==> src/rtl/trig_pkg.sv <==
package trig_pkg;
  localparam int unsigned DIV_W_DEF = 5;
  localparam int unsigned PW_W_DEF  = 4;

  typedef enum logic [1:0] {
    ACT_NONE   = 2'd0,
    ACT_START  = 2'd1,
    ACT_TOGGLE = 2'd2
  } trig_act_e;
endpackage

==> src/rtl/trig_cfg_hold.sv <==
module trig_cfg_hold #(
  parameter int unsigned DIV_W = 5,
  parameter int unsigned PW_W  = 4
) (
  input  logic             clk,
  input  logic             rst_n,
  input  logic             busy_i,
  input  logic [DIV_W-1:0] div_i,
  input  logic [PW_W-1:0]  pw_i,
  input  logic             tgl_i,
  output logic [DIV_W-1:0] div_q,
  output logic [PW_W-1:0]  pw_q,
  output logic             tgl_q
);
  logic [DIV_W-1:0] div_d;
  logic [PW_W-1:0]  pw_d;
  logic             tgl_d;
  logic             load;

  always_comb begin
    load  = ~busy_i;
    div_d = load ? div_i : div_q;
    pw_d  = load ? pw_i  : pw_q;
    tgl_d = load ? tgl_i : tgl_q;
  end

  always_ff @(posedge clk or negedge rst_n) begin
    if (!rst_n) begin
      div_q <= '0;
      pw_q  <= '0;
      tgl_q <= 1'b0;
    end else begin
      div_q <= div_d;
      pw_q  <= pw_d;
      tgl_q <= tgl_d;
    end
  end

  // settings frozen while executing
  a_r5_lock_stable: assert property (@(posedge clk) disable iff (!rst_n)
    busy_i |=> ($stable(div_q) && $stable(pw_q) && $stable(tgl_q)));
endmodule

==> src/rtl/trig_prescale.sv <==
module trig_prescale #(
  parameter int unsigned DIV_W = 5
) (
  input  logic             clk,
  input  logic             rst_n,
  input  logic             run,
  input  logic [DIV_W-1:0] lim,
  output logic             tick
);
  logic [DIV_W-1:0] cnt_q;
  logic [DIV_W-1:0] cnt_d;
  logic             wrap;

  always_comb begin
    wrap = (cnt_q == lim);
    tick = run & wrap;
    if (!run || wrap) cnt_d = '0;
    else              cnt_d = cnt_q + 1'b1;
  end

  always_ff @(posedge clk or negedge rst_n) begin
    if (!rst_n) cnt_q <= '0;
    else        cnt_q <= cnt_d;
  end

  // time base restarts from zero whenever idle
  a_r1_idle_zero: assert property (@(posedge clk) disable iff (!rst_n)
    !run |=> (cnt_q == '0));
endmodule

==> src/rtl/trig_pulse_unit.sv <==
module trig_pulse_unit
  import trig_pkg::*;
#(
  parameter int unsigned PW_W = 4
) (
  input  logic            clk,
  input  logic            rst_n,
  input  logic            en,
  input  logic            cmd_i,
  input  logic            tgl_mode,
  input  logic [PW_W-1:0] pw_lim,
  input  logic            tick,
  output logic            active_q,
  output logic            trig_q,
  output logic            done_q
);
  logic [PW_W-1:0] wcnt_q, wcnt_d;
  logic            active_d, trig_d, done_d;
  logic            last;
  trig_act_e       act;

  always_comb begin
    if (en && cmd_i && !active_q) act = tgl_mode ? ACT_TOGGLE : ACT_START;
    else                          act = ACT_NONE;
    last = active_q & tick & (wcnt_q == pw_lim);
  end

  always_comb begin
    active_d = active_q;
    wcnt_d   = wcnt_q;
    trig_d   = trig_q;
    done_d   = 1'b0;
    if (!en) begin
      active_d = 1'b0;
      wcnt_d   = '0;
      trig_d   = 1'b0;
    end else begin
      unique case (act)
        ACT_START: begin
          active_d = 1'b1;
          wcnt_d   = '0;
          trig_d   = 1'b1;
        end
        ACT_TOGGLE: begin
          trig_d = ~trig_q;
          done_d = 1'b1;
        end
        default: begin
          if (last) begin
            active_d = 1'b0;
            wcnt_d   = '0;
            trig_d   = 1'b0;
            done_d   = 1'b1;
          end else if (active_q && tick) begin
            wcnt_d = wcnt_q + 1'b1;
          end
        end
      endcase
    end
  end

  always_ff @(posedge clk or negedge rst_n) begin
    if (!rst_n) begin
      active_q <= 1'b0;
      wcnt_q   <= '0;
      trig_q   <= 1'b0;
      done_q   <= 1'b0;
    end else begin
      active_q <= active_d;
      wcnt_q   <= wcnt_d;
      trig_q   <= trig_d;
      done_q   <= done_d;
    end
  end

  // disable forces quiet outputs
  a_r6_disabled_quiet: assert property (@(posedge clk) disable iff (!rst_n)
    !en |=> (!trig_q && !done_q));
  // an active pulse continues until its final tick, commands or not
  a_r7_hold_active: assert property (@(posedge clk) disable iff (!rst_n)
    (en && active_q && !(tick && (wcnt_q == pw_lim))) |=> (active_q && trig_q));
  // a pulse that ends with enable present reports done
  a_r3_end_done: assert property (@(posedge clk) disable iff (!rst_n)
    ($fell(active_q) && $past(en)) |-> (done_q && !trig_q));
  // a toggle command never starts a timed pulse
  a_r4_toggle_no_pulse: assert property (@(posedge clk) disable iff (!rst_n)
    (en && cmd_i && !active_q && tgl_mode) |=> (!active_q && done_q));
endmodule

==> src/rtl/trig_pulse_gen.sv <==
module trig_pulse_gen
  import trig_pkg::*;
#(
  parameter int unsigned DIV_W = DIV_W_DEF,
  parameter int unsigned PW_W  = PW_W_DEF
) (
  input  logic             clk,
  input  logic             rst_n,
  input  logic             en,
  input  logic [DIV_W-1:0] div_i,
  input  logic [PW_W-1:0]  pw_i,
  input  logic             tgl_i,
  input  logic             busy_i,
  input  logic             cmd_i,
  output logic             trig_o,
  output logic             done_o
);
  localparam int unsigned SYNC_N = 2;

  logic [SYNC_N-1:0] rst_sync_q;
  logic              rst_int_n;
  logic [DIV_W-1:0]  div_q;
  logic [PW_W-1:0]   pw_q;
  logic              tgl_q;
  logic              tick;
  logic              active;
  logic              run;

  always_ff @(posedge clk or negedge rst_n) begin
    if (!rst_n) rst_sync_q <= '0;
    else        rst_sync_q <= {rst_sync_q[SYNC_N-2:0], 1'b1};
  end
  assign rst_int_n = rst_sync_q[SYNC_N-1];

  trig_cfg_hold #(.DIV_W(DIV_W), .PW_W(PW_W)) u_cfg (
    .clk    (clk),
    .rst_n  (rst_int_n),
    .busy_i (busy_i),
    .div_i  (div_i),
    .pw_i   (pw_i),
    .tgl_i  (tgl_i),
    .div_q  (div_q),
    .pw_q   (pw_q),
    .tgl_q  (tgl_q)
  );

  assign run = active & en;

  trig_prescale #(.DIV_W(DIV_W)) u_pre (
    .clk   (clk),
    .rst_n (rst_int_n),
    .run   (run),
    .lim   (div_q),
    .tick  (tick)
  );

  trig_pulse_unit #(.PW_W(PW_W)) u_pls (
    .clk      (clk),
    .rst_n    (rst_int_n),
    .en       (en),
    .cmd_i    (cmd_i),
    .tgl_mode (tgl_q),
    .pw_lim   (pw_q),
    .tick     (tick),
    .active_q (active),
    .trig_q   (trig_o),
    .done_q   (done_o)
  );

  // quiet outputs while held in reset
  a_r8_reset_quiet: assert property (@(posedge clk)
    !rst_int_n |-> (!trig_o && !done_o));
endmodule

==> config.mk <==
export PLATFORM = sky130hd
export DESIGN_NAME = trig_pulse_gen
export DESIGN_NICKNAME = d
export VERILOG_FILES = /design/src/rtl/trig_pkg.sv /design/src/rtl/trig_cfg_hold.sv /design/src/rtl/trig_prescale.sv /design/src/rtl/trig_pulse_unit.sv /design/src/rtl/trig_pulse_gen.sv
export SDC_FILE = /design/constraint.sdc
export NUM_CORES = 1
export LEC_CHECK = 0
export ABC_CLOCK_PERIOD_IN_PS = 1300
export BUFFER_PORTS_ARGS = -buffer_cell sky130_fd_sc_hd__buf_2
export CORE_MARGIN = 4
export CORE_UTILIZATION = 59
export DETAILED_ROUTE_END_ITERATION = 7
export GPL_TIMING_DRIVEN = 0
export PLACE_DENSITY = 0.82
export SLEW_MARGIN = 20
export SYNTH_ARGS = -nofsm -noshare
export SYNTH_HDL_FRONTEND = slang
export SYNTH_SLANG_ARGS = --single-unit
==> constraint.sdc <==
create_clock -name clk -period 1.3 [get_ports clk]
set_input_delay 0.065 -clock clk [delete_from_list [all_inputs] [get_ports clk]]
set_output_delay 0.065 -clock clk [all_outputs]
set_load 0.02 [all_outputs]
==> out/summary.txt, run 1 <==
# H-tree levels = 1
CTS max path bufs = 2
Distinct cells, synth = 30
TritonCTS buffer count = 3
top post-synthesis cells by area = dfrtp_1 (52%), mux2_2 (9.7%), xnor2_1 (4.5%)
Die Wd = 52.3 µm
Seq/Total Area, Yosys = 51.9%
Synth top area share = 51.9%
Seq cells post-synth = 24
buffers added on ports = 15
Post-Syn Area per Cell = 12.2 µm²
# rows = 15
Synth Instances = 95
area leader, netlist = dfrtp_1
clock root cell = clkbuf_4
outcome = aborted with a tool error
Final GP Congestion = 0.926
# clock sinks = 24
Synth Cell Area = 1160 µm²
Synthesized Nets = 112
Error = [ERROR DPL-0038] Utilization greater than 100%, impossible to legalize
initial core utilization = 64.9%
I/O pin total = 17
DP HPWL = 1670 µm
Die Y = 52.3 µm
WEP type = register data pin
largest net degree at the start of global routing = 23
stopping stage = global routing
Worst Endpoint after GRT Repair = u_pls.trig_q$_DFFE_PN0P_/D
Synthesis Warnings = 0
[through the flow]
stage / cells / setup slack [ns] / util [%] / area, µm² / hold WS [ns]
floorplan: 95 / -0.295 / - / 1160 / -0.231
global placement: 135 / -0.390 / 70.9 / 1260 / -0.150
detailed placement: 135 / -0.472 / 70.9 / 1260 / -0.141
CTS: 164 / -0.366 / 91.5 / 1630 / 0.0576
[Yosys cell counts, drive strengths merged]
cell     count
a2111oi      2
a21oi        4
a41o         1
a41oi        2
and2         1
and4         1
clkbuf       1
conb         1
dfrtp       24
ha           2
inv          7
mux2        10
nand2        2
nand2b       2
nand3        3
nand3b       1
nand4        5
nor2         5
o21ai        2
o221a        1
o221ai       1
o2bb2ai      1
o31ai        2
o32ai        2
or3          1
or4          1
xnor2        9
xor2         1
[logic make-up after synthesis]
logic type | after synthesis | synth area share, %
xor+xnor | 10 | 9.51
other cells | 1 | 0.324
buf+inv | 8 | 2.59
fa+ha+maj | 2 | 2.16
simple gates | 22 | 11.5
compound gates | 18 | 12.3
flops | 24 | 51.9
mux | 10 | 9.73
[repair_timing]
action / 4_1_cts
hold buffers: 11
setup endpoints to repair: 12
buffers inserted: 14
hold endpoints to repair: 12
pin swaps: 13
gates resized for setup: 18
==> inputs of run 2 (changes only) <==
--- a/config.mk
+++ b/config.mk
@@ -7,11 +7,11 @@
 export LEC_CHECK = 0
 export ABC_CLOCK_PERIOD_IN_PS = 1300
 export BUFFER_PORTS_ARGS = -buffer_cell sky130_fd_sc_hd__buf_2
-export CORE_MARGIN = 4
-export CORE_UTILIZATION = 59
+export CORE_AREA = 4 4 65 67
 export DETAILED_ROUTE_END_ITERATION = 7
+export DIE_AREA = 0 0 69 71
 export GPL_TIMING_DRIVEN = 0
-export PLACE_DENSITY = 0.82
+export PLACE_DENSITY_LB_ADDON = 0.15
 export SLEW_MARGIN = 20
 export SYNTH_ARGS = -nofsm -noshare
 export SYNTH_HDL_FRONTEND = slang
==> run 2 against run 1 <==
Compared with the run above: the flow now finishes, with violations (negative setup slack); synthesized area did not move; synthesized cell count did not move.
==> out/summary.txt, run 2 <==
clk_lat worst skew = 0.27 ns
DR WL/cell = 13.5 µm
die area = 4900 µm²
Die Y = 71 µm
Synth Instances = 95
Max Cap Violations = 0
initial core utilization = 31.9%
Synthesized Nets = 112
outcome = finished with violations
Synth top area share = 51.9%
RSZ-0062 raised after global routing = yes
largest registers = u_cfg.div_q: 5 flops, u_pre.cnt_q: 5 flops
commonest non-fill, non-tap cells in the layout = dfrtp_1 (22), buf_2 (15), mux2_2 (10), buf_4 (8)
post-route ant nets = 0
final period utilization = 128%
dpl cells = 158
# clock sinks = 24
worst-margin pin slew = 0.894 ns
vias = 866
Final min period = 1.67 ns
Seq/Total Area, Yosys = 51.9%
FFs w/ async S/R, synth = 100%
ANT cells = 0
critical path type = reg -> reg
Synthesis Warnings = 0
Area Growth Syn to Fin = 33.4%
top post-synthesis cells by area = dfrtp_1 (52%), mux2_2 (9.7%), xnor2_1 (4.5%)
Final Hold Vio Count = 0
dpl ws = -0.405 ns
PnR Total Power = 0.00174 W
Post-Syn Area per Cell = 12.2 µm²
Hold Slack = 0.0200 ns
FMAX = 0.600 GHz
grt ovf = 0
drt drc = 0
HP Class = in -> reg
Slew Limit Fails = 0
failing checks = negative setup slack
CP Launch Type = flop
DP HPWL = 1570 µm
# rows = 22
TritonCTS buffer count = 3
relative slew slack = 40.4%
Die Wd = 69 µm
CTS max path bufs = 2
clock root cell = clkbuf_8
GRT Total Usage = 9.76%
core area = 3630 µm²
Final Non-Filler Cells = 173
Main synth FF type = dfrtp_1
Worst Skew = 0.00102 ns
Clk pin slew, worst setup/hold paths = 0.08 ns
Crit path required time = 1.47 ns
# H-tree levels = 1
final worst slack = -0.367 ns
I/O pin total = 17
pwr dens = 1130 nW/µm²
Synth Cell Area = 1160 µm²
largest net degree at the start of global routing = 23
Worst Setup End Kind = flop
EDFF count, synth = 0
number of global-route vias before repair = 841
Synth top cells by count = dfrtp_1 (24), mux2_2 (10), inv_1 (7)
Final Core Density = 42.5%
crit path max fanout = 4
P_leak = 0.631 nW
share of cells above drive strength 1 = 46.4%
final count of negative-setup-slack endpoints = 12
count leader, synth = dfrtp_1
initial antenna violation count = 0
maximum vdd drop = 0.000760 V
Seq cells post-synth = 24
Total Wirelength = 2330 µm
initial DRC count = 43
most common cell after layout, fill and taps aside = dfrtp_1
Final #Nets = 143
Distinct cells, synth = 30
buffers added on ports = 15
Final GP Congestion = 0.802
first drt pass iteration count = 4
first-pass GRT wire length = 3820 µm
WP data arrival = 1.83 ns
CTS tree = built
area leader, netlist = dfrtp_1
vias per inst = 5.01
==> run 2: cell counts after synthesis <==
Identical to the previous run, type by type.
==> run 2: worst paths after layout <==
kind                            slack (ns)            start              to  depth (start not counted)
worst min register to register        0.36    rst_sync_q[0]   rst_sync_q[1]                          0
worst max register to register       -0.37  u_pls.wcnt_q[1]    u_pls.trig_q                          4
worst max-delay path                 -0.37  u_pls.wcnt_q[1]    u_pls.trig_q                          4
max in group asynchronous             0.31    rst_sync_q[1]  u_pre.cnt_q[2]                          0
min in group asynchronous             0.10            rst_n   rst_sync_q[0]                          2
worst min-delay path                  0.02          pw_i[2]   u_cfg.pw_q[2]                          2
==> run 2: logic make-up after synthesis <==
logic type / Yosys count / share of synthesized area [%]
compound gates: 18 / 12.3
xor+xnor: 10 / 9.51
fa+ha+maj: 2 / 2.16
buf+inv: 8 / 2.59
flops: 24 / 51.9
mux: 10 / 9.73
other cells: 1 / 0.324
simple gates: 22 / 11.5
==> run 2: critical path: stages, from the launching register on <==
cell     delay (ns)
dfrtp_1        0.46
xnor2_2        0.21
nand4_1        0.18
or4_4          0.47
a41o_1         0.25
==> run 2: power breakdown <==
part | internal, W | switching, W
Combinational | 0.000128 | 0.000113
Clock | 0.000412 | 0.000245
Sequential | 0.000791 | 0.0000548
Total | 0.00133 | 0.000412
==> run 2: what timing repair did <==
action / CTS / global route
hold buffers: 1 / 0
endpoints found under the hold margin: 2 / 0
pin swaps: 6 / 2
resized for setup: 9 / 10
buffers inserted: 8 / 2
endpoints found under the setup margin: 12 / 12
==> run 2: metrics by stage <==
step | setup TNS [ns] | cell area [µm²]
2_1_floorplan | -0.894 | 1160
3_3_place_gp | -3.08 | 1290
3_5_place_dp | -3.19 | 1290
4_1_cts | -3.09 | 1480
5_1_grt | -3.47 | 1540
6_report | -2.49 | 1540
==> run 2: final cells by class <==
| class | count | area, µm² |
|---|---|---|
| fill | 370 | 2090 |
| multi-input combinational | 63 | 612 |
| sequential | 24 | 603 |
| timing repair buffer | 26 | 168 |
| tap | 48 | 60.1 |
| clock buffer | 3 | 41.3 |
| clock inverter | 1 | 30.0 |
| inverter | 7 | 26.3 |
| buffer | 1 | 3.75 |
==> run 2: metal layers <==
metal	up-vias	track usage (%)	wire [µm]
met5	-	0	0
met4	0	4.12	60
met3	7	3.69	113
met2	23	16.3	1230
met1	427	11.2	926
li1	409	-	-
(Power assumes the default switching activity.)
==> inputs of run 3 (changes only) <==
--- a/config.mk
+++ b/config.mk
@@ -11,7 +11,7 @@
 export DETAILED_ROUTE_END_ITERATION = 7
 export DIE_AREA = 0 0 69 71
 export GPL_TIMING_DRIVEN = 0
-export PLACE_DENSITY_LB_ADDON = 0.15
+export PLACE_DENSITY = 0.56
 export SLEW_MARGIN = 20
 export SYNTH_ARGS = -nofsm -noshare
 export SYNTH_HDL_FRONTEND = slang
==> run 3 against run 2 <==
Compared with the run above: the run still ends with negative setup slack left; sequential power about the same; critical path depth unchanged; worst hold slack improved by 0.0036 ns; largest cell class unchanged.
==> out/summary.txt, run 3 (synthesis results as in run 2) <==
FMAX = 0.602 GHz
switch share = 25.1%
WP data arrival = 1.82 ns
Crit path required time = 1.47 ns
register area = 603 µm²
initial DRC count = 41
DP HPWL = 1580 µm
TritonCTS buffer count = 3
final period utilization = 128%
HP Class = in -> reg
vias = 860
number of global-route vias before repair = 917
Worst Skew = 0.00874 ns
critical path type = reg -> reg
clk_lat worst skew = 0.27 ns
PnR Total Power = 0.00159 W
P_leak = 0.639 nW
# H-tree levels = 1
placement-stage cell area = 1290 µm²
largest net degree at the start of global routing = 23
most common cell after layout, fill and taps aside = dfrtp_1
dpl cells = 158
Final Hold Vio Count = 0
Clk pin slew, worst setup/hold paths = 0.09 ns
commonest non-fill, non-tap cells in the layout = dfrtp_1 (22), buf_2 (15), buf_4 (11), mux2_2 (10)
Worst Setup End Kind = flop
worst-margin pin slew = 0.896 ns
# clock sinks = 24
share of total power in the clock network = 31.5%
crit path max fanout = 4
Slew Limit Fails = 0
CTS tree = built
first-pass GRT wire length = 4060 µm
failing checks = negative setup slack
DR WL/cell = 13.4 µm
Pint = 0.00119 W
drt drc = 0
maximum vdd drop = 0.000680 V
Max Cap Violations = 0
Flop pwr share = 53.3%
outcome = finished with violations
die area = 4900 µm²
largest registers = u_cfg.div_q: 5 flops, u_pre.cnt_q: 5 flops
pwr dens = 1040 nW/µm²
Hold Slack = 0.0237 ns
initial core utilization = 31.9%
clock root cell = clkbuf_8
core area = 3630 µm²
Final GP Congestion = 0.755
first drt pass iteration count = 4
Finished Cell Area = 1540 µm²
I/O pin total = 17
Fill cells = 377
Area Growth Syn to Fin = 32.8%
Die Wd = 69 µm
# rows = 22
grt ovf = 0
RSZ-0062 raised after global routing = yes
share of cells above drive strength 1 = 46.5%
GRT Total Usage = 10.2%
final worst slack = -0.360 ns
combinational power share = 15.2%
Total Wirelength = 2340 µm
CTS max path bufs = 2
initial antenna violation count = 0
Die Y = 71 µm
buffers added on ports = 15
ANT cells = 0
CP Launch Type = flop
Final #Nets = 145
final count of negative-setup-slack endpoints = 11
relative slew slack = 40.3%
Net Switching = 0.000400 W
area of the multi-input gates = 609 µm²
Final Non-Filler Cells = 175
Final min period = 1.66 ns
vias per inst = 4.91
dpl ws = -0.414 ns
post-route ant nets = 0
[run 3: final timing paths]
| check | from | to | slack (ns) | cells past startpoint |
|---|---|---|---|---|
| worst min register to register | rst_sync_q[0] | rst_sync_q[1] | 0.36 | 0 |
| min in group asynchronous | rst_n | rst_sync_q[1] | 0.11 | 2 |
| worst max register to register | u_pls.wcnt_q[1] | u_pls.trig_q | -0.36 | 4 |
| worst min-delay path | pw_i[2] | u_cfg.pw_q[2] | 0.02 | 2 |
| max in group asynchronous | rst_sync_q[1] | u_pre.cnt_q[2] | 0.32 | 0 |
| worst max-delay path | u_pls.wcnt_q[1] | u_pls.trig_q | -0.36 | 4 |
[run 3: power groups by stage]
stage / Combinational [W] / Clock (W) / Sequential [W]
after floorplan: 0.000123 / 0 / 0.000852
after global placement: 0.000172 / 0 / 0.000857
after detailed placement: 0.000177 / 0 / 0.000860
after CTS: 0.000220 / 0.000527 / 0.000851
after global routing: 0.000266 / 0.000562 / 0.000860
final: 0.000243 / 0.000502 / 0.000848
[run 3: worst max-delay path, cell delays in order, from the launching register on]
cell and delay [ns]:
dfrtp_1 0.43, xnor2_2 0.21, nand4_1 0.25, or4_4 0.49, a41o_1 0.19
[run 3: layout make-up]
class / instances / share of cell area [%]
tap: 48 / 3.91
timing repair buffer: 28 / 11.6
inverter: 7 / 1.71
sequential: 24 / 39.3
clock buffer: 4 / 3.58
buffer: 1 / 0.244
multi-input combinational: 63 / 39.7
[run 3: per-layer routing]
metal	vias up	track usage (%)	wire length (µm)
li1	414	-	-
met1	421	12.3	976
met2	21	16.7	1200
met3	4	2.41	97
met4	0	5.64	65
met5	-	0	0
[run 3: what timing repair did]
action	CTS	global route
endpoints found under the setup margin	12	12
resized for setup	11	7
endpoints found under the hold margin	2	0
hold buffers	1	0
setup buffers	8	4
pin swaps	6	6
[run 3: per-stage QoR]
step                TNS, ns  util, %
CTS                   -2.52     40.4
global placement      -3.14     35.6
detailed placement    -3.44     35.6
global route          -2.96     42.3
floorplan            -0.894        -
finish                -1.89     42.3
